### src/rtl/trap_pkg.sv
package trap_pkg;

    typedef enum logic [1:0] {
        PRV_U = 2'b00,
        PRV_S = 2'b01,
        PRV_M = 2'b11
    } priv_e;

    typedef enum logic [1:0] {
        EV_NONE = 2'b00,
        EV_TRAP = 2'b01,
        EV_MRET = 2'b10,
        EV_SRET = 2'b11
    } event_e;

    typedef struct packed {
        logic       uie;
        logic       sie;
        logic       mie;
        logic       spie;
        logic       mpie;
        logic       spp;
        logic [1:0] mpp;
    } status_wr_t;

    localparam logic [3:0] SEL_STATUS  = 4'h0;
    localparam logic [3:0] SEL_MEPC    = 4'h1;
    localparam logic [3:0] SEL_MCAUSE  = 4'h2;
    localparam logic [3:0] SEL_MTVAL   = 4'h3;
    localparam logic [3:0] SEL_MTVEC   = 4'h4;
    localparam logic [3:0] SEL_EXC_DLG = 4'h5;
    localparam logic [3:0] SEL_IRQ_DLG = 4'h6;
    localparam logic [3:0] SEL_SEPC    = 4'h8;
    localparam logic [3:0] SEL_SCAUSE  = 4'h9;
    localparam logic [3:0] SEL_STVAL   = 4'hA;
    localparam logic [3:0] SEL_STVEC   = 4'hB;

    localparam int ST_UIE  = 0;
    localparam int ST_SIE  = 1;
    localparam int ST_MIE  = 3;
    localparam int ST_SPIE = 5;
    localparam int ST_MPIE = 7;
    localparam int ST_SPP  = 8;
    localparam int ST_MPP  = 11;

endpackage

### src/rtl/trap_deleg.sv
module trap_deleg
    import trap_pkg::*;
#(
    parameter int XLEN   = 32,
    parameter int CODE_W = 5
) (
    input  priv_e             priv,
    input  logic              is_irq,
    input  logic [CODE_W-1:0] code,
    input  logic [XLEN-1:0]   exc_dlg,
    input  logic [XLEN-1:0]   irq_dlg,
    output logic              to_s
);

    // Routing: machine-mode traps never leave machine mode.
    always_comb begin
        to_s = 1'b0;
        if (priv != PRV_M) begin
            to_s = is_irq ? irq_dlg[code] : exc_dlg[code];
        end
    end

endmodule

### src/rtl/trap_status_fsm.sv
module trap_status_fsm
    import trap_pkg::*;
#(
    parameter int XLEN = 32
) (
    input  logic            clk,
    input  logic            rst_n,
    input  event_e          ev,
    input  logic            to_s,
    input  logic            st_we,
    input  status_wr_t      st_wr,
    output priv_e           priv_q,
    output logic [XLEN-1:0] status_o
);

    priv_e      priv_d;
    logic [3:0] ie_q, ie_d;
    logic       spie_q, spie_d;
    logic       mpie_q, mpie_d;
    logic       spp_q, spp_d;
    logic [1:0] mpp_q, mpp_d;

    // State register
    always_ff @(posedge clk or negedge rst_n) begin
        if (!rst_n) begin
            priv_q <= PRV_M;
            ie_q   <= '0;
            spie_q <= 1'b0;
            mpie_q <= 1'b0;
            spp_q  <= 1'b0;
            mpp_q  <= 2'b00;
        end else begin
            priv_q <= priv_d;
            ie_q   <= ie_d;
            spie_q <= spie_d;
            mpie_q <= mpie_d;
            spp_q  <= spp_d;
            mpp_q  <= mpp_d;
        end
    end

    // Transitions: TAKE_S, TAKE_M, RET_M, RET_S, or hold
    always_comb begin
        priv_d = priv_q;
        ie_d   = ie_q;
        spie_d = spie_q;
        mpie_d = mpie_q;
        spp_d  = spp_q;
        mpp_d  = mpp_q;
        unique case (ev)
            EV_TRAP: begin
                if (to_s) begin
                    spie_d = ie_q[priv_q];
                    spp_d  = priv_q[0];
                    ie_d[ST_SIE] = 1'b0;
                    priv_d = PRV_S;
                end else begin
                    mpie_d = ie_q[priv_q];
                    mpp_d  = priv_q;
                    ie_d[ST_MIE] = 1'b0;
                    priv_d = PRV_M;
                end
            end
            EV_MRET: begin
                ie_d[mpp_q] = mpie_q;
                mpie_d = 1'b1;
                mpp_d  = PRV_U;
                priv_d = priv_e'(mpp_q);
            end
            EV_SRET: begin
                ie_d[{1'b0, spp_q}] = spie_q;
                spie_d = 1'b1;
                spp_d  = 1'b0;
                priv_d = spp_q ? PRV_S : PRV_U;
            end
            EV_NONE: begin
                if (st_we) begin
                    ie_d[ST_UIE] = st_wr.uie;
                    ie_d[ST_SIE] = st_wr.sie;
                    ie_d[ST_MIE] = st_wr.mie;
                    spie_d = st_wr.spie;
                    mpie_d = st_wr.mpie;
                    spp_d  = st_wr.spp;
                    if (st_wr.mpp != 2'b10) begin
                        mpp_d = st_wr.mpp;
                    end
                end
            end
        endcase
        ie_d[2] = 1'b0;
    end

    // Outputs
    always_comb begin
        status_o = '0;
        status_o[ST_UIE]  = ie_q[ST_UIE];
        status_o[ST_SIE]  = ie_q[ST_SIE];
        status_o[ST_MIE]  = ie_q[ST_MIE];
        status_o[ST_SPIE] = spie_q;
        status_o[ST_MPIE] = mpie_q;
        status_o[ST_SPP]  = spp_q;
        status_o[ST_MPP+1:ST_MPP] = mpp_q;
    end


    take_s_chk: assert property (@(posedge clk) disable iff (!rst_n)
        (ev == EV_TRAP && to_s) |=> (priv_q == PRV_S && !ie_q[ST_SIE]));


    take_m_chk: assert property (@(posedge clk) disable iff (!rst_n)
        (ev == EV_TRAP && !to_s) |=> (priv_q == PRV_M && !ie_q[ST_MIE] && mpp_q == $past(priv_q)));


    ret_m_chk: assert property (@(posedge clk) disable iff (!rst_n)
        (ev == EV_MRET) |=> (priv_q == priv_e'($past(mpp_q)) && mpp_q == 2'b00 && mpie_q));


    ret_s_chk: assert property (@(posedge clk) disable iff (!rst_n)
        (ev == EV_SRET) |=> (!spp_q && spie_q && priv_q[0] == $past(spp_q)));


    mpp_legal_chk: assert property (@(posedge clk) disable iff (!rst_n)
        mpp_q != 2'b10);

endmodule

### src/rtl/trap_csr_file.sv
module trap_csr_file
    import trap_pkg::*;
#(
    parameter int XLEN         = 32,
    parameter int CODE_W       = 5,
    parameter int EXC_DLG_BITS = 16
) (
    input  logic              clk,
    input  logic              rst_n,
    input  logic              csr_we,
    input  logic [3:0]        csr_sel,
    input  logic [XLEN-1:0]   csr_wdata,
    input  logic              take_s,
    input  logic              take_m,
    input  logic              is_irq,
    input  logic [CODE_W-1:0] code,
    input  logic [XLEN-1:0]   tval,
    input  logic [XLEN-1:0]   epc_in,
    input  logic [XLEN-1:0]   status_i,
    output logic [XLEN-1:0]   mepc_o,
    output logic [XLEN-1:0]   sepc_o,
    output logic [XLEN-1:0]   mtvec_o,
    output logic [XLEN-1:0]   stvec_o,
    output logic [XLEN-1:0]   exc_dlg_o,
    output logic [XLEN-1:0]   irq_dlg_o,
    output logic [XLEN-1:0]   rdata_o
);

    localparam logic [XLEN-1:0] EXC_MASK  = {{(XLEN-EXC_DLG_BITS){1'b0}}, {EXC_DLG_BITS{1'b1}}};
    localparam logic [XLEN-1:0] TVEC_MASK = {{(XLEN-2){1'b1}}, 2'b00};
    localparam logic [XLEN-1:0] EPC_MASK  = {{(XLEN-1){1'b1}}, 1'b0};

    logic [XLEN-1:0] mepc_q, mcause_q, mtval_q, mtvec_q;
    logic [XLEN-1:0] sepc_q, scause_q, stval_q, stvec_q;
    logic [XLEN-1:0] exc_dlg_q, irq_dlg_q;
    logic [XLEN-1:0] cause_w;

    assign cause_w = {is_irq, {(XLEN-1-CODE_W){1'b0}}, code};

    always_ff @(posedge clk or negedge rst_n) begin
        if (!rst_n) begin
            mepc_q    <= '0;
            mcause_q  <= '0;
            mtval_q   <= '0;
            mtvec_q   <= '0;
            sepc_q    <= '0;
            scause_q  <= '0;
            stval_q   <= '0;
            stvec_q   <= '0;
            exc_dlg_q <= '0;
            irq_dlg_q <= '0;
        end else begin
            if (csr_we) begin
                case (csr_sel)
                    SEL_MEPC:    mepc_q    <= csr_wdata & EPC_MASK;
                    SEL_MCAUSE:  mcause_q  <= csr_wdata;
                    SEL_MTVAL:   mtval_q   <= csr_wdata;
                    SEL_MTVEC:   mtvec_q   <= csr_wdata & TVEC_MASK;
                    SEL_EXC_DLG: exc_dlg_q <= csr_wdata & EXC_MASK;
                    SEL_IRQ_DLG: irq_dlg_q <= csr_wdata;
                    SEL_SEPC:    sepc_q    <= csr_wdata & EPC_MASK;
                    SEL_SCAUSE:  scause_q  <= csr_wdata;
                    SEL_STVAL:   stval_q   <= csr_wdata;
                    SEL_STVEC:   stvec_q   <= csr_wdata & TVEC_MASK;
                    default: ;
                endcase
            end
            // trap capture overrides a same-cycle software write
            if (take_m) begin
                mepc_q   <= epc_in;
                mcause_q <= cause_w;
                mtval_q  <= tval;
            end
            if (take_s) begin
                sepc_q   <= epc_in;
                scause_q <= cause_w;
                stval_q  <= tval;
            end
        end
    end

    always_comb begin
        case (csr_sel)
            SEL_STATUS:  rdata_o = status_i;
            SEL_MEPC:    rdata_o = mepc_q;
            SEL_MCAUSE:  rdata_o = mcause_q;
            SEL_MTVAL:   rdata_o = mtval_q;
            SEL_MTVEC:   rdata_o = mtvec_q;
            SEL_EXC_DLG: rdata_o = exc_dlg_q;
            SEL_IRQ_DLG: rdata_o = irq_dlg_q;
            SEL_SEPC:    rdata_o = sepc_q;
            SEL_SCAUSE:  rdata_o = scause_q;
            SEL_STVAL:   rdata_o = stval_q;
            SEL_STVEC:   rdata_o = stvec_q;
            default:     rdata_o = '0;
        endcase
    end

    assign mepc_o    = mepc_q;
    assign sepc_o    = sepc_q;
    assign mtvec_o   = mtvec_q;
    assign stvec_o   = stvec_q;
    assign exc_dlg_o = exc_dlg_q;
    assign irq_dlg_o = irq_dlg_q;


    mcause_msb_chk: assert property (@(posedge clk) disable iff (!rst_n)
        take_m |=> (mcause_q[XLEN-1] == $past(is_irq) && mepc_q == $past(epc_in)));


    scause_msb_chk: assert property (@(posedge clk) disable iff (!rst_n)
        take_s |=> (scause_q[XLEN-1] == $past(is_irq) && sepc_q == $past(epc_in)));


    tvec_align_chk: assert property (@(posedge clk) disable iff (!rst_n)
        (mtvec_q[1:0] == 2'b00 && stvec_q[1:0] == 2'b00));


    exc_dlg_width_chk: assert property (@(posedge clk) disable iff (!rst_n)
        (exc_dlg_q & ~EXC_MASK) == '0);

endmodule

### src/rtl/trap_unit.sv
module trap_unit
    import trap_pkg::*;
#(
    parameter int              XLEN         = 32,
    parameter logic [XLEN-1:0] RESET_PC     = 'h1000,
    parameter int              EXC_DLG_BITS = 16,
    localparam int             CODE_W       = $clog2(XLEN)
) (
    input  logic              clk,
    input  logic              rst_n,
    input  logic              trap_req,
    input  logic              trap_irq,
    input  logic [CODE_W-1:0] trap_code,
    input  logic [XLEN-1:0]   trap_tval,
    input  logic [XLEN-1:0]   trap_pc,
    input  logic              mret_req,
    input  logic              sret_req,
    input  logic              csr_we,
    input  logic [3:0]        csr_sel,
    input  logic [XLEN-1:0]   csr_wdata,
    output logic [XLEN-1:0]   csr_rdata,
    output logic              redirect_o,
    output logic [XLEN-1:0]   target_pc_o,
    output logic [1:0]        priv_o
);

    event_e          ev;
    priv_e           priv_q;
    logic            to_s;
    logic            st_we;
    status_wr_t      st_wr;
    logic [XLEN-1:0] status_w;
    logic [XLEN-1:0] mepc_w, sepc_w, mtvec_w, stvec_w, exc_dlg_w, irq_dlg_w;
    logic [XLEN-1:0] pc_q;
    logic            redir_q;

    // Event arbitration: trap, then machine return, then supervisor return
    always_comb begin
        if (trap_req)      ev = EV_TRAP;
        else if (mret_req) ev = EV_MRET;
        else if (sret_req) ev = EV_SRET;
        else               ev = EV_NONE;
    end

    assign st_we      = csr_we && (csr_sel == SEL_STATUS);
    assign st_wr.uie  = csr_wdata[ST_UIE];
    assign st_wr.sie  = csr_wdata[ST_SIE];
    assign st_wr.mie  = csr_wdata[ST_MIE];
    assign st_wr.spie = csr_wdata[ST_SPIE];
    assign st_wr.mpie = csr_wdata[ST_MPIE];
    assign st_wr.spp  = csr_wdata[ST_SPP];
    assign st_wr.mpp  = csr_wdata[ST_MPP+1:ST_MPP];

    trap_deleg #(.XLEN(XLEN), .CODE_W(CODE_W)) deleg_i (
        .priv    (priv_q),
        .is_irq  (trap_irq),
        .code    (trap_code),
        .exc_dlg (exc_dlg_w),
        .irq_dlg (irq_dlg_w),
        .to_s    (to_s)
    );

    trap_status_fsm #(.XLEN(XLEN)) fsm_i (
        .clk      (clk),
        .rst_n    (rst_n),
        .ev       (ev),
        .to_s     (to_s),
        .st_we    (st_we),
        .st_wr    (st_wr),
        .priv_q   (priv_q),
        .status_o (status_w)
    );

    trap_csr_file #(.XLEN(XLEN), .CODE_W(CODE_W), .EXC_DLG_BITS(EXC_DLG_BITS)) csr_i (
        .clk       (clk),
        .rst_n     (rst_n),
        .csr_we    (csr_we),
        .csr_sel   (csr_sel),
        .csr_wdata (csr_wdata),
        .take_s    (ev == EV_TRAP && to_s),
        .take_m    (ev == EV_TRAP && !to_s),
        .is_irq    (trap_irq),
        .code      (trap_code),
        .tval      (trap_tval),
        .epc_in    (trap_pc),
        .status_i  (status_w),
        .mepc_o    (mepc_w),
        .sepc_o    (sepc_w),
        .mtvec_o   (mtvec_w),
        .stvec_o   (stvec_w),
        .exc_dlg_o (exc_dlg_w),
        .irq_dlg_o (irq_dlg_w),
        .rdata_o   (csr_rdata)
    );

    always_ff @(posedge clk or negedge rst_n) begin
        if (!rst_n) begin
            pc_q    <= RESET_PC;
            redir_q <= 1'b0;
        end else begin
            redir_q <= (ev != EV_NONE);
            unique case (ev)
                EV_TRAP: pc_q <= to_s ? stvec_w : mtvec_w;
                EV_MRET: pc_q <= mepc_w;
                EV_SRET: pc_q <= sepc_w;
                EV_NONE: pc_q <= pc_q;
            endcase
        end
    end

    assign redirect_o  = redir_q;
    assign target_pc_o = pc_q;
    assign priv_o      = priv_q;


    m_never_deleg_chk: assert property (@(posedge clk) disable iff (!rst_n)
        (trap_req && priv_q == PRV_M) |=> (priv_o == 2'b11));


    trap_target_chk: assert property (@(posedge clk) disable iff (!rst_n)
        trap_req |=> (target_pc_o == ($past(to_s) ? $past(stvec_w) : $past(mtvec_w))));


    redirect_pulse_chk: assert property (@(posedge clk) disable iff (!rst_n)
        (trap_req || mret_req || sret_req) |=> redirect_o);


    redirect_idle_chk: assert property (@(posedge clk) disable iff (!rst_n)
        !(trap_req || mret_req || sret_req) |=> (!redirect_o && $stable(target_pc_o)));

endmodule

### config.mk
export PLATFORM = sky130hd
export DESIGN_NAME = trap_unit
export DESIGN_NICKNAME = d
export VERILOG_FILES = /design/src/rtl/trap_pkg.sv /design/src/rtl/trap_deleg.sv /design/src/rtl/trap_status_fsm.sv /design/src/rtl/trap_csr_file.sv /design/src/rtl/trap_unit.sv
export SDC_FILE = /design/constraint.sdc
export NUM_CORES = 1
export LEC_CHECK = 0
export ABC_AREA = 1
export CAP_MARGIN = 20
export CELL_PAD_IN_SITES_DETAIL_PLACEMENT = 1
export CELL_PAD_IN_SITES_GLOBAL_PLACEMENT = 1
export CORE_ASPECT_RATIO = 0.7
export CORE_MARGIN = 1
export CORE_UTILIZATION = 30
export CTS_BUF_LIST = sky130_fd_sc_hd__clkbuf_2 sky130_fd_sc_hd__clkbuf_4 sky130_fd_sc_hd__clkbuf_8
export DETAILED_ROUTE_END_ITERATION = 8
export DONT_BUFFER_PORTS = 1
export PLACE_DENSITY_LB_ADDON = 0.15
export SYNTH_ARGS = -nofsm -noshare
export SYNTH_HDL_FRONTEND = slang
export SYNTH_SLANG_ARGS = --single-unit
### constraint.sdc
create_clock -name clk -period 1.8 [get_ports clk]
set_clock_uncertainty 0.05 [all_clocks]
set_input_delay 0.18 -clock clk [delete_from_list [all_inputs] [get_ports clk]]
set_output_delay 0.18 -clock clk [all_outputs]
set_load 0.1 [all_outputs]
=== Yosys cells after proc, flatten, opt, wreduce, memory -nomap -nowiden ===
Cells that the tools add are included.

* Bits in registers: 343
* Input bits: 112
* Word-level logic and storage cells: 143

* $lt $le $gt $ge: 6
* Eq/ne operators: 19
* Muxes and demuxes: 61
* Reductions and logical operators: 37

{| class="wikitable"
|+ Operators with widths
! kind !! count
|-
| 32-bit 2-to-1 mux || 19
|-
| 32-bit case mux with 11 select lines || 1
|-
| 32-bit case mux with 3 select lines || 1
|-
| 2-bit AND reduction || 13
|-
| 2-bit nonzero test || 9
|-
| 1-bit 2-to-1 mux || 17
|-
| 4-bit equality test, second input constant || 4
|-
| 2-bit 2-to-1 mux || 8
|-
| 4-bit by 3-bit equality test with 1-bit output, second input constant || 3
|-
| 1-bit case mux with 3 select lines || 4
|-
| 2-bit case mux with 3 select lines || 2
|-
| 3-bit nonzero test || 4
|-
| 1-bit binary-select mux with 5-bit select || 2
|-
| 4-bit bitwise mux || 2
|-
| 4-bit by 2-bit equality test with 1-bit output, second input constant || 2
|-
| 2-bit inequality test, second input constant || 4
|-
| 1-bit case mux with 4 select lines || 2
|-
| 2-bit by 3-bit < comparator with 1-bit output, second input constant || 2
|-
| 5-bit by 6-bit < comparator with 1-bit output, second input constant || 1
|-
| 3-bit AND reduction || 2
|-
| 1-bit logical AND || 5
|-
| 2-bit equality test, second input constant || 2
|-
| 4-bit by 1-bit equality test with 1-bit output, second input constant || 1
|-
| 4-bit logical NOT || 1
|-
| other kinds (11) || 12
|}

=== Longest topological paths before layout ===
Gate-level depths: netlist (run 1).

* Word-level depth: 8
* Depth in mapped cells: 17
* Mapped depth without buffers: 14

=== By module ===
From an unflattened synthesis (run 1), not the netlist that was laid out.

* Cells, all modules: 2860
* Area, all modules: 19896.6 um2

{| class="wikitable"
|+ By module, submodules not included
! module !! instances !! cells each !! area an instance (um2) !! seq. area each (um2)
|-
| trap_csr_file || 1 || 2128 || 15581.2 || 7507.2
|-
| trap_unit || 1 || 432 || 2549.9 || 827.0
|-
| trap_status_fsm || 1 || 146 || 987.2 || 252.7
|-
| trap_deleg || 1 || 154 || 778.2 || 0.0
|}

=== Least setup slack after synthesis (run 1) ===
No wires, ideal clock.

* Kind: input to output
* From: input csr_sel[2]
* To: output csr_rdata[15]
* Data arrival time: 2250 ps
* Required time: 1570 ps
* Setup slack: -680 ps
* Cell stages on the path: 6
* Buffers on the path: 0
* Cell sequence: inv_1 nor2_1 inv_1 nor2_1 inv_1 o2111ai_1

* Word-level cells in the longest chain between the ends: 2

{| class="wikitable"
|+ Ends and longest elaborated chain
! item !! line !! text
|-
| from (decl) || trap_unit.sv:19 || <nowiki>input logic [3:0] csr_sel,</nowiki>
|-
| 4-bit equality test (tied with other cells) || trap_csr_file.sv:83 || <nowiki>case (csr_sel)</nowiki>
|-
| 32-bit case mux with 11 select lines * || trap_csr_file.sv:83 ||
|-
| to (decl) || trap_unit.sv:21 || <nowiki>output logic [XLEN-1:0] csr_rdata,</nowiki>
|}

Mark *: on every way between the ends. The rest lies on a longest branch, timed or not.

=== Worst setup path in the final report (run 1) ===
* From: register fsm_i.ie_q[1]
* To: output csr_rdata[1]

* Word-level cells in the longest chain between the ends: 1

{| class="wikitable"
|+ Ends and longest elaborated chain
! item !! line !! text
|-
| from (decl) || trap_status_fsm.sv:17 || <nowiki>logic [3:0] ie_q, ie_d;</nowiki>
|-
| from (signal assigned) || trap_status_fsm.sv:34 || <nowiki>ie_q <= ie_d;</nowiki>
|-
| 32-bit case mux with 11 select lines || trap_csr_file.sv:83 ||
|}

Every way passes these cells.

==> impl_metrics.csv, run 1 <==
group,metric,value,unit
pwr,peakVddDrop,0.656,mV
detailed_routing,detail_route.iter0.violations,2194,
clocking,clock_latency,0.72,ns
grt,antenna_found_initial,6,
grt,busiest_layer,"met2",
sta,fmax,419,MHz
setup_path,crit_buf_inv,2,
outcome,violations,"hold timing, slew limit, setup timing",
clocking,cts_sinks,343,
layout,mostFrequentLayoutCells,"nand3_2 (351), dfrtp_1 (339), nand2_1 (328)",
synth,postSynthCellCount,2261,
detailed_routing,ant_nets,0,
sta,period_minus_slack,2.38,ns
setup_path,rrSetupSlack,-0.58,ns
setup_path,crit_path_max_fanout,2,
grt,grt_overflow,0,
detailed_routing,avgRoutedWirePerCell,30.7,um
sta,fin_crit_sh,132,%
sta,layout_setup_ws,-0.584,ns
layout,nets,2830,
layout,finish.instance_area,31300,um2
sta,final-hold-violation-count,342,
setup_path,worstSetupStartpoint,"fsm_i.ie_q[1]$_DFFE_PN0P_",
setup_path,path_class,"register to output pin",
synth,mappedNetlistNets,2380,
synth,ys_types,36,
die,fp-row-count,74,
synth,yosysSeqAreaShare,48.4,%
die,die_x,293,um
grt,grt_use_met3,12.1,%
sta,whs,-0.861,ns
setup_path,r2r_end,"csr_i.mepc_o[16]$_DFFE_PN0P_",
sta,finalSetupViolations,262,
clocking,clock_path_buffers,3,
setup_path,start_kind,"register",
die,dieArea,60100,um2
setup_path,worstPathArrival,2.15,ns
grt,grt_use_met1,45.4,%
synth,ys_ff_latch,343,
sta,fin_tns_setup,-114.97,ns
setup_path,cp_data_required_time,1.57,ns
setup_path,max_stage_delay,0.40,ns
setup_path,cp_cell_sequence,"inv_2, o22ai_4, a221oi_2, nand4_1, buf_12",
setup_path,path_delay_family,"flip-flops",
run,max-cap-violations,0,
synth,yosysWarnings,0,
detailed_routing,remaining_drc_errors,0,
grt,grt_usage,33.9,%
layout,final_common_cell,"nand3_2",
die,die-height,205,um
pwr,power_density,1030,nW/um2
clocking,clkTransAtPathRegs,0.06,ns
die,core_area,58400,um2
setup_path,reg2reg_depth,17,
synth,synth_area,17700,um2
sta,maxSlewHeadroom,-40.5,%
die,start_util,30.4,%
setup_path,critPathCaptureType,"output pin",
sta,worst_pin_slew,2.11,ns
clocking,cts_made_buffers,60,
pwr,p_total,32.3,mW
sta,slew_viol_final,180,
detailed_routing,finalWirelength,110,mm
grt,grt_max_degree,344,
clocking,cts_root_buffer,"clkbuf_8",
detailed_routing,dr.pass1.iters,6,
clocking,cts_tree,"built",
synth,syn_area_per_cell,7.85,um2
setup_path,worst-path-stages,5,
placed_design,gp_congestion,0.868,
clocking,postCtsHoldBufs,105,
setup_path,slowest_stage,"dfrtp_1",
layout,syn2layout_area_growth,76.1,%
placed_design,dp_hpwl,61.9,mm
setup_path,crit_end,"csr_rdata[1]",
grt,grt_pass1_vias,21389,
pwr,p_leak,14.3,nW
sta,rsz0062_at_grt,"yes",
clocking,htreeDepth,2,
layout,drive_above_1_share,49.4,%
setup_path,r2r_start,"csr_i.irq_dlg_o[28]$_DFFE_PN0P_",
outcome,status,"finished, violations left",
layout,fillers,6218,
hold_path,hold_class,"primary input to asynchronous set/reset pin",
placed_design,placed_area,21700,um2
placed_design,port_buffers,0,
grt,grt_use_met2,49.9,%
detailed_routing,route.vias.total,21104,
detailed_routing,via_per_inst,5.91,
grt,grt_first_pass_wirelength,148,mm
die,ios,179,
[worst min-delay path by stage]
stage,start,end
6_report,rst_n,csr_i.sepc_o[8]$_DFFE_PN0P_
5_1_grt,rst_n,csr_i.mepc_o[6]$_DFFE_PN0P_
4_1_cts,rst_n,csr_i.mcause_q[2]$_DFFE_PN0P_
3_5_place_dp,rst_n,csr_i.mepc_o[8]$_DFFE_PN0P_
3_3_place_gp,rst_n,csr_i.sepc_o[8]$_DFFE_PN0P_
2_1_floorplan,rst_n,asynchronous set/reset pin
[routing by layer]
layer,wire length (um),part of all wire [%]
met5,0,0
met4,4270,3.9
met3,11300,10
met2,48100,44
met1,46100,42
[cell families (layout without fill, tap and decap cells)]
kind of cell / after synthesis / count (layout) / share of synthesized area, %
compound gates: 345 / 345 / 12.2
mux: 1 / 1 / 0.0564
flops: 343 / 343 / 48.4
buf+inv: 336 / 833 / 8.06
simple gates: 1229 / 1234 / 30.8
other cells: 0 / 8 / 0
fa+ha+maj: 7 / 7 / 0.493
[report_power, final]
part           switching (mW)  total [mW]  internal [mW]  leakage [nW]
clock                    3.83        8.46           4.63         0.736
sequential               1.71        11.2           9.45          4.34
combinational            7.61        12.7           5.06          9.24
total                    13.1        32.3           19.1          14.3
[metrics by stage]
step / std cells / utilization [%] / hold WS [ns] / setup WS, ns
global route: 3564 / 53.5 / -0.883 / -0.608
CTS: 3514 / 48.1 / -0.880 / -0.523
finish: 3569 / 53.5 / -0.861 / -0.584
floorplan: 2261 / - / -0.166 / -0.227
global placement: 3191 / 37.2 / -0.135 / -0.373
detailed placement: 3191 / 37.2 / -0.136 / -0.389
[sequential cells by signal (all words and copies together) (netlist names), 2 cells and up, named ones only]
| register | count |
|---|---|
| fsm_i.priv_q | 2 |
| csr_i.mtval_q | 32 |
| csr_i.stval_q | 32 |
| csr_i.mepc_o | 32 |
| fsm_i.ie_q | 2 |
| csr_i.scause_q | 32 |
| csr_i.sepc_o | 32 |
| csr_i.mcause_q | 32 |
| csr_i.mtvec_o | 30 |
| csr_i.stvec_o | 30 |
| target_pc_o | 32 |
| csr_i.irq_dlg_o | 32 |
| csr_i.exc_dlg_o | 16 |
| fsm_i.mpp_q | 2 |
[Yosys cell counts]
cell / number / area share (%)
a21oi_1: 49 / 1.4
nor3_1: 1 / 0.028
nand3b_1: 1 / 0.042
nand3_2: 1 / 0.056
o2bb2ai_1: 1 / 0.049
o22ai_1: 3 / 0.11
buf_2: 44 / 1.2
o211ai_1: 6 / 0.25
dfrtp_1: 340 / 48
inv_1: 148 / 3.1
a22o_1: 2 / 0.099
a32o_1: 1 / 0.056
o21ai_1: 5 / 0.14
nor2_1: 86 / 1.8
buf_4: 12 / 0.51
o2111ai_1: 2 / 0.099
a221oi_1: 102 / 5.0
ha_1: 7 / 0.49
nand2_2: 2 / 0.070
o21ai_0: 170 / 4.8
clkbuf_2: 1 / 0.028
dfstp_2: 3 / 0.44
nand3_1: 615 / 17
a31o_2: 2 / 0.099
nor2_2: 2 / 0.070
a31oi_1: 1 / 0.035
clkbuf_1: 108 / 2.3
nand2_4: 1 / 0.063
clkinv_1: 2 / 0.042
buf_1: 7 / 0.15
inv_2: 5 / 0.11
o21a_1: 1 / 0.042
nand4_1: 23 / 0.81
buf_6: 9 / 0.57
nand2_1: 497 / 11
mux2i_1: 1 / 0.056
[worst register-to-register path: cells and delay by family (launching register included)]
kind / cells / cell delay (ns)
simple gates: 12 / 1.04
buf+inv: 5 / 0.73
flops: 1 / 0.41
[repair_timing]
action / CTS / global route
gates cloned: 36 / 25
endpoints found under the hold margin: 651 / 343
endpoints found under the setup margin: 264 / 264
resized for setup: 567 / 579
setup buffers: 70 / 44
pin swaps: 138 / 206
[cell type report]
class	instances	area [um2]	area share [%]
clock buffer	101	1280	4.11
inverter	155	662	2.12
timing repair buffer	564	7210	23.1
multi-input combinational	1587	12400	39.7
sequential	343	8600	27.5
antenna	8	20.0	0.0640
tap	798	998	3.19
clock inverter	13	95.1	0.304
Power figures use the tool's default switching activity.
==> inputs of run 2 (changes only) <==
- ABC_AREA: 1 -> unset
==> run 2 against run 1 <==
Against the previous run: the run ends with hold timing, setup timing left; fmax shrank 6.7%; die area shrank 0.64%; register-to-register slack lost 0.17 ns; global-route usage shrank 7.6 points; worst setup slack lost 0.17 ns; cell area shrank 20%; first-iteration DRC count shrank 42%; area after synthesis shrank 0.65%; critical path type is now register to register; critical endpoint is now target_pc_o[30]$_DFFE_PN0P_; highest routed layer is now met5.
==> impl_metrics.csv, run 2 <==
group,metric,value,unit
clocking,cts_root_buffer,"clkbuf_8",
sta,maxSlewHeadroom,10.6,%
setup_path,crit_path_max_fanout,10,
setup_path,cp_data_required_time,2.28,ns
detailed_routing,via_per_inst,5.66,
layout,drive_above_1_share,32.2,%
sta,fin_crit_sh,142,%
die,ios,179,
layout,syn2layout_area_growth,41.1,%
pwr,clkPwrFrac,27.9,%
layout,fillers,6181,
sta,final-hold-violation-count,343,
pwr,p_leak,11.2,nW
setup_path,critPathCaptureType,"register",
synth,yosysMostFrequentCell,"dfrtp_1",
detailed_routing,remaining_drc_errors,0,
synth,synth_common_cells,"dfrtp_1 (340), nand2_1 (301), mux2i_1 (148)",
outcome,violations,"hold timing, setup timing",
synth,synth_largest_area_cell,"dfrtp_1",
die,dieArea,59800,um2
die,fp-row-count,73,
layout,finish.instance_area,24900,um2
die,die-height,205,um
synth,synth_area_leaders,"dfrtp_1 (48%), mux2i_1 (8.4%), mux2_2 (8.1%)",
pwr,power_density,1190,nW/um2
layout,final_common_cell,"dfrtp_1",
synth,synth_top_area_share,48.3,%
sta,worst_pin_slew,1.34,ns
synth,mappedNetlistNets,1860,
clocking,cts_tree,"built",
detailed_routing,detail_route.iter0.violations,1281,
sta,fmax,392,MHz
layout,nets,2167,
setup_path,start_kind,"register",
sta,layout_setup_ws,-0.754,ns
die,start_util,30.7,%
hold_path,hold_class,"primary input to asynchronous set/reset pin",
synth,ys_async_sr_fraction,100,%
clocking,clock_latency,0.67,ns
setup_path,worstPathArrival,3.04,ns
placed_design,port_buffers,0,
grt,grt_first_pass_wirelength,116,mm
sta,whs,-0.827,ns
grt,antenna_found_initial,3,
sta,slew_viol_final,0,
setup_path,worstSetupStartpoint,"csr_i.irq_dlg_o[4]$_DFFE_PN0P_",
synth,ys_ff_latch,343,
placed_design,gp_congestion,0.838,
detailed_routing,dr.pass1.iters,6,
detailed_routing,route.vias.total,16105,
placed_design,placed_area,21600,um2
clocking,clkTransAtPathRegs,0.06,ns
run,max-cap-violations,0,
pwr,p_int,18.5,mW
synth,ys_types,53,
synth,synth_edf_count,0,
placed_design,dp_slack,-0.789,ns
grt,grt_overflow,0,
detailed_routing,avgRoutedWirePerCell,28.2,um
synth,synth_area,17600,um2
synth,postSynthCellCount,1741,
pwr,p_switching,11.2,mW
detailed_routing,ant_nets,0,
outcome,status,"finished, violations left",
die,die_x,292,um
synth,synth_ff_type,"dfrtp_1",
synth,yosysSeqAreaShare,48.7,%
grt,grt_usage,26.3,%
clocking,cts_made_buffers,60,
setup_path,path_class,"register to register",
layout,fin_cells,2844,
grt,grt_max_degree,344,
sta,rsz0062_at_grt,"yes",
placed_design,dp_hpwl,51.0,mm
pwr,peakVddDrop,0.685,mV
setup_path,r2r_start,"csr_i.irq_dlg_o[4]$_DFFE_PN0P_",
layout,mostFrequentLayoutCells,"dfrtp_1 (339), nand2_1 (290), buf_4 (191)",
clocking,htreeDepth,2,
sta,period_minus_slack,2.55,ns
pwr,switching_share,37.6,%
synth,syn_area_per_cell,10.1,um2
synth,yosysWarnings,0,
placed_design,placedCellCount,2602,
grt,grt_pass1_vias,17034,
sta,finalSetupViolations,264,
die,core_area,57500,um2
detailed_routing,finalWirelength,80.2,mm
clocking,cts_sinks,343,
pwr,seqPwrFrac,38.8,%
clocking,clock_path_buffers,3,
pwr,p_comb_share,33.3,%
-- run 2: final cells by class --
type                       count  area [um2]  share of cell area [%]
tap                          750         938                    3.77
multi-input combinational   1220        9120                    36.7
timing repair buffer         414        4850                    19.5
antenna                        3        7.51                  0.0302
sequential                   343        8600                    34.5
clock buffer                  96        1210                    4.88
clock inverter                 9         120                   0.483
inverter                       9        33.8                   0.136
-- run 2: path summary, 6_finish.rpt --
kind	slack, ns	to	cells after the start
max in group asynchronous	1.45	csr_i.mepc_o[10]$_DFFE_PN0P_	0
worst max register to register	-0.75	target_pc_o[30]$_DFFE_PN0P_	10
worst max-delay path	-0.75	target_pc_o[30]$_DFFE_PN0P_	10
worst min register to register	0.44	target_pc_o[0]$_DFFE_PN0P_	2
min in group clk	0.09	fsm_i.ie_q[3]$_DFFE_PN0P_	3
worst min-delay path	-0.83	csr_i.stvec_o[6]$_DFFE_PN0P_	0
-- run 2: metrics by stage --
| stage | total power [mW] | hold slack (ns) | utilization, % | TNS [ns] |
|---|---|---|---|---|
| after global routing | 31.0 | -0.858 | 43.3 | -189.08 |
| after global placement | 20.2 | -0.140 | 37.6 | -135.28 |
| final | 29.7 | -0.827 | 43.3 | -164.63 |
| after CTS | 29.6 | -0.862 | 42.6 | -155.66 |
| after detailed placement | 20.5 | -0.138 | 37.6 | -155.08 |
| after floorplan | 17.2 | -0.166 | - | -97.92 |
-- run 2: power by group through the flow --
stage / Combinational (mW) / Clock (mW) / Sequential (mW)
after floorplan: 4.69 / 0 / 12.5
final: 9.89 / 8.27 / 11.5
after detailed placement: 8.89 / 0 / 11.6
after CTS: 9.62 / 8.44 / 11.5
after global routing: 10.5 / 8.76 / 11.8
after global placement: 8.69 / 0 / 11.5
-- run 2: kinds of logic (layout without fill, tap and decap cells) --
kind of cell / count (synthesis) / after routing / share of synthesized area, %
AOI/OAI and AO/OA: 447 / 447 / 17.1
adders and majority gates: 7 / 7 / 0.497
buffers and inverters: 178 / 528 / 4.31
DFF: 343 / 343 / 48.7
muxes: 283 / 283 / 17.5
other: 0 / 3 / 0
and+or+nand+nor: 483 / 483 / 11.9
-- run 2: routing by layer --
layer  routed length, um  track usage (%)  vias to the layer above
li1                    -                -                     7005
met1               38600             38.8                     8442
met2               34800             39.4                      536
met3                5140             4.84                      120
met4                1610             6.62                        2
met5                  10                0                        -
-- run 2: critical path, stage by stage, from the launching register on --
cell      delay (ns)
dfrtp_1         0.36
mux4_2          0.29
mux2i_4         0.09
mux2_2          0.26
a2111o_1        0.48
buf_6           0.16
a21oi_4         0.16
buf_12          0.19
buf_16          0.16
nand3b_1        0.12
o211ai_1        0.09
-- run 2: what timing repair did --
item | in CTS | in global routing
setup buffers | 8 | 8
endpoints found under the setup margin | 265 | 264
pin swaps | 18 | 13
resized for setup | 65 | 61
hold buffers | 103 | 1
cloned | 6 | 10
endpoints found under the hold margin | 651 | 345
==> inputs of run 3 (changes only) <==
- PLACE_DENSITY_LB_ADDON: 0.15 -> 0.05
==> run 3 against run 2 <==
Against the previous run: the flow still finishes with violations (hold timing, setup timing); core utilization grew 1.9 points; clock power shrank 7.1%; non-clock buffer count grew 56; die area is the same; flip-flop and latch count is the same; worst setup slack lost 0.040 ns; sequential share of layout area shrank 1.4 points; combinational power grew 11%; final cell count grew 1.8%; critical path type unchanged; largest cell class unchanged; highest routed layer unchanged.
==> impl_metrics.csv, run 3 (synthesized netlist as in run 2, its figures left out) <==
group,metric,value,unit
die,dieArea,59800,um2
placed_design,gp_congestion,0.827,
setup_path,reg2reg_depth,11,
clocking,clkTransAtPathRegs,0.06,ns
setup_path,cp_data_required_time,2.30,ns
outcome,violations,"hold timing, setup timing",
placed_design,placedCellCount,2607,
die,die-height,205,um
grt,grt_first_pass_wirelength,124,mm
run,max-cap-violations,0,
sta,fmax,385,MHz
setup_path,slowest_stage,"a2111o_1",
clocking,cts_sinks,343,
layout,final_common_cell,"dfrtp_1",
die,die_x,292,um
setup_path,rrSetupSlack,-0.79,ns
clocking,cts_root_buffer,"clkbuf_8",
detailed_routing,dr.pass1.iters,8,
outcome,status,"finished, violations left",
setup_path,crit_path_max_fanout,4,
placed_design,dp_hpwl,51.6,mm
layout,nets,2224,
setup_path,worstSetupStartpoint,"csr_i.irq_dlg_o[3]$_DFFE_PN0P_",
pwr,p_total,30.2,mW
grt,grt_pass1_vias,17450,
layout,drive_above_1_share,37.0,%
pwr,peakVddDrop,0.628,mV
sta,period_minus_slack,2.59,ns
setup_path,r2r_end,"target_pc_o[3]$_DFFE_PN0P_",
layout,syn2layout_area_growth,47.3,%
setup_path,cp_cell_sequence,"mux4_2, mux2i_4, mux2_2, a2111o_1, buf_6, a21oi_4, buf_6, buf_12, buf_16, nand3b_1, o211ai_1",
placed_design,port_buffers,0,
die,core_area,57500,um2
clocking,cts_made_buffers,61,
setup_path,start_kind,"register",
grt,grt_overflow,0,
detailed_routing,route.vias.total,16387,
setup_path,path_class,"register to register",
sta,whs,-0.825,ns
setup_path,critPathCaptureType,"register",
pwr,p_leak,11.7,nW
hold_path,hold_class,"primary input to asynchronous set/reset pin",
sta,final-hold-violation-count,343,
setup_path,worstPathArrival,3.09,ns
layout,mostFrequentLayoutCells,"dfrtp_1 (336), nand2_1 (264), buf_4 (211)",
detailed_routing,via_per_inst,5.66,
grt,antenna_found_initial,4,
placed_design,placed_area,21600,um2
layout,fin_cells,2896,
clocking,htreeDepth,2,
layout,finish.instance_area,26000,um2
grt,grt_max_degree,344,
detailed_routing,finalWirelength,86.0,mm
clocking,clock_latency,0.67,ns
sta,finalSetupViolations,262,
layout,fillers,6077,
sta,fin_crit_sh,144,%
sta,slew_viol_final,0,
layout,multiInputGateArea,9480,um2
setup_path,r2r_start,"csr_i.irq_dlg_o[3]$_DFFE_PN0P_",
die,ios,179,
sta,rsz0062_at_grt,"yes",
sta,maxSlewHeadroom,35.8,%
die,start_util,30.7,%
layout,seqCellArea,8600,um2
detailed_routing,detail_route.iter0.violations,1223,
detailed_routing,ant_nets,0,
detailed_routing,avgRoutedWirePerCell,29.7,um
grt,grt_usage,28.2,%
clocking,clock_path_buffers,3,
setup_path,max_stage_delay,0.43,ns
clocking,cts_tree,"built",
sta,layout_setup_ws,-0.794,ns
placed_design,dp_slack,-0.786,ns
setup_path,crit_path_frequent_cell,"buf_6",
pwr,power_density,1160,nW/um2
die,fp-row-count,73,
detailed_routing,remaining_drc_errors,0,
sta,worst_pin_slew,0.962,ns
[run 3: cell types whose count changed in the layout (fill, tap and decap cells not counted), moves of 10 or more]
cell and change:
buf_16 +17, a22oi_1 -11, nand2_2 +16, buf_6 +20, o21ai_0 -39, nand2_1 -26, nand2_4 +10, o21ai_2 +21
buf_4 +20, a22oi_2 +11, o21ai_1 +18
[run 3: timing repair]
action                     CTS  global route
hold buffers               104             1
setup endpoints to repair  264           264
pin swaps                   25            70
cloned                      27            11
setup buffers               30            29
gates resized for setup    153           134
hold endpoints to repair   651           353
[run 3: worst max-delay path: cells and delay by family (launching register included)]
| family | cells | cell delay [ns] |
|---|---|---|
| AOI/OAI and AO/OA | 3 | 0.74 |
| muxes | 3 | 0.64 |
| buffers and inverters | 4 | 0.57 |
| DFF | 1 | 0.36 |
| and+or+nand+nor | 1 | 0.11 |
[run 3: final cells by class]
| cell class | instances | area share (%) |
|---|---|---|
| sequential | 343 | 33.1 |
| multi-input combinational | 1220 | 36.5 |
| antenna | 3 | 0.0289 |
| clock inverter | 4 | 0.0771 |
| clock buffer | 97 | 4.63 |
| timing repair buffer | 470 | 21.9 |
| inverter | 9 | 0.130 |
| tap | 750 | 3.61 |
[run 3: worst max path at each step]
stage / cells after the start / endpoint
final: 11 / target_pc_o[3]$_DFFE_PN0P_
after global routing: 10 / csr_i.mtval_q[14]$_DFFE_PN0P_
after CTS: 7 / fsm_i.mpp_q[1]$_DFFE_PN0P_
after detailed placement: 10 / target_pc_o[28]$_DFFE_PN0P_
after global placement: 8 / fsm_i.mpp_q[0]$_DFFE_PN0P_
after floorplan: 8 / fsm_i.spie_q$_DFFE_PN0P_
[run 3: per-stage QoR]
step	setup TNS [ns]	utilization (%)
after floorplan	-97.92	-
after global placement	-147.76	37.6
after detailed placement	-155.90	37.6
after CTS	-162.19	43.9
after global routing	-196.60	45.2
final	-172.67	45.2
[run 3: routing by layer]
metal,share of wire (%),GRT usage [%],vias up
met5,0.015,0,-
met4,2.5,6.99,2
met3,4.9,4.07,140
met2,44,42.7,469
met1,49,41.9,8647
li1,-,-,7129
[run 3: where the power goes]
part           internal, mW  total [mW]  switching, mW
clock network          4.17        7.68           3.51
logic                  4.76        11.0           6.22
registers              9.78        11.6           1.80
total                  18.7        30.2           11.5
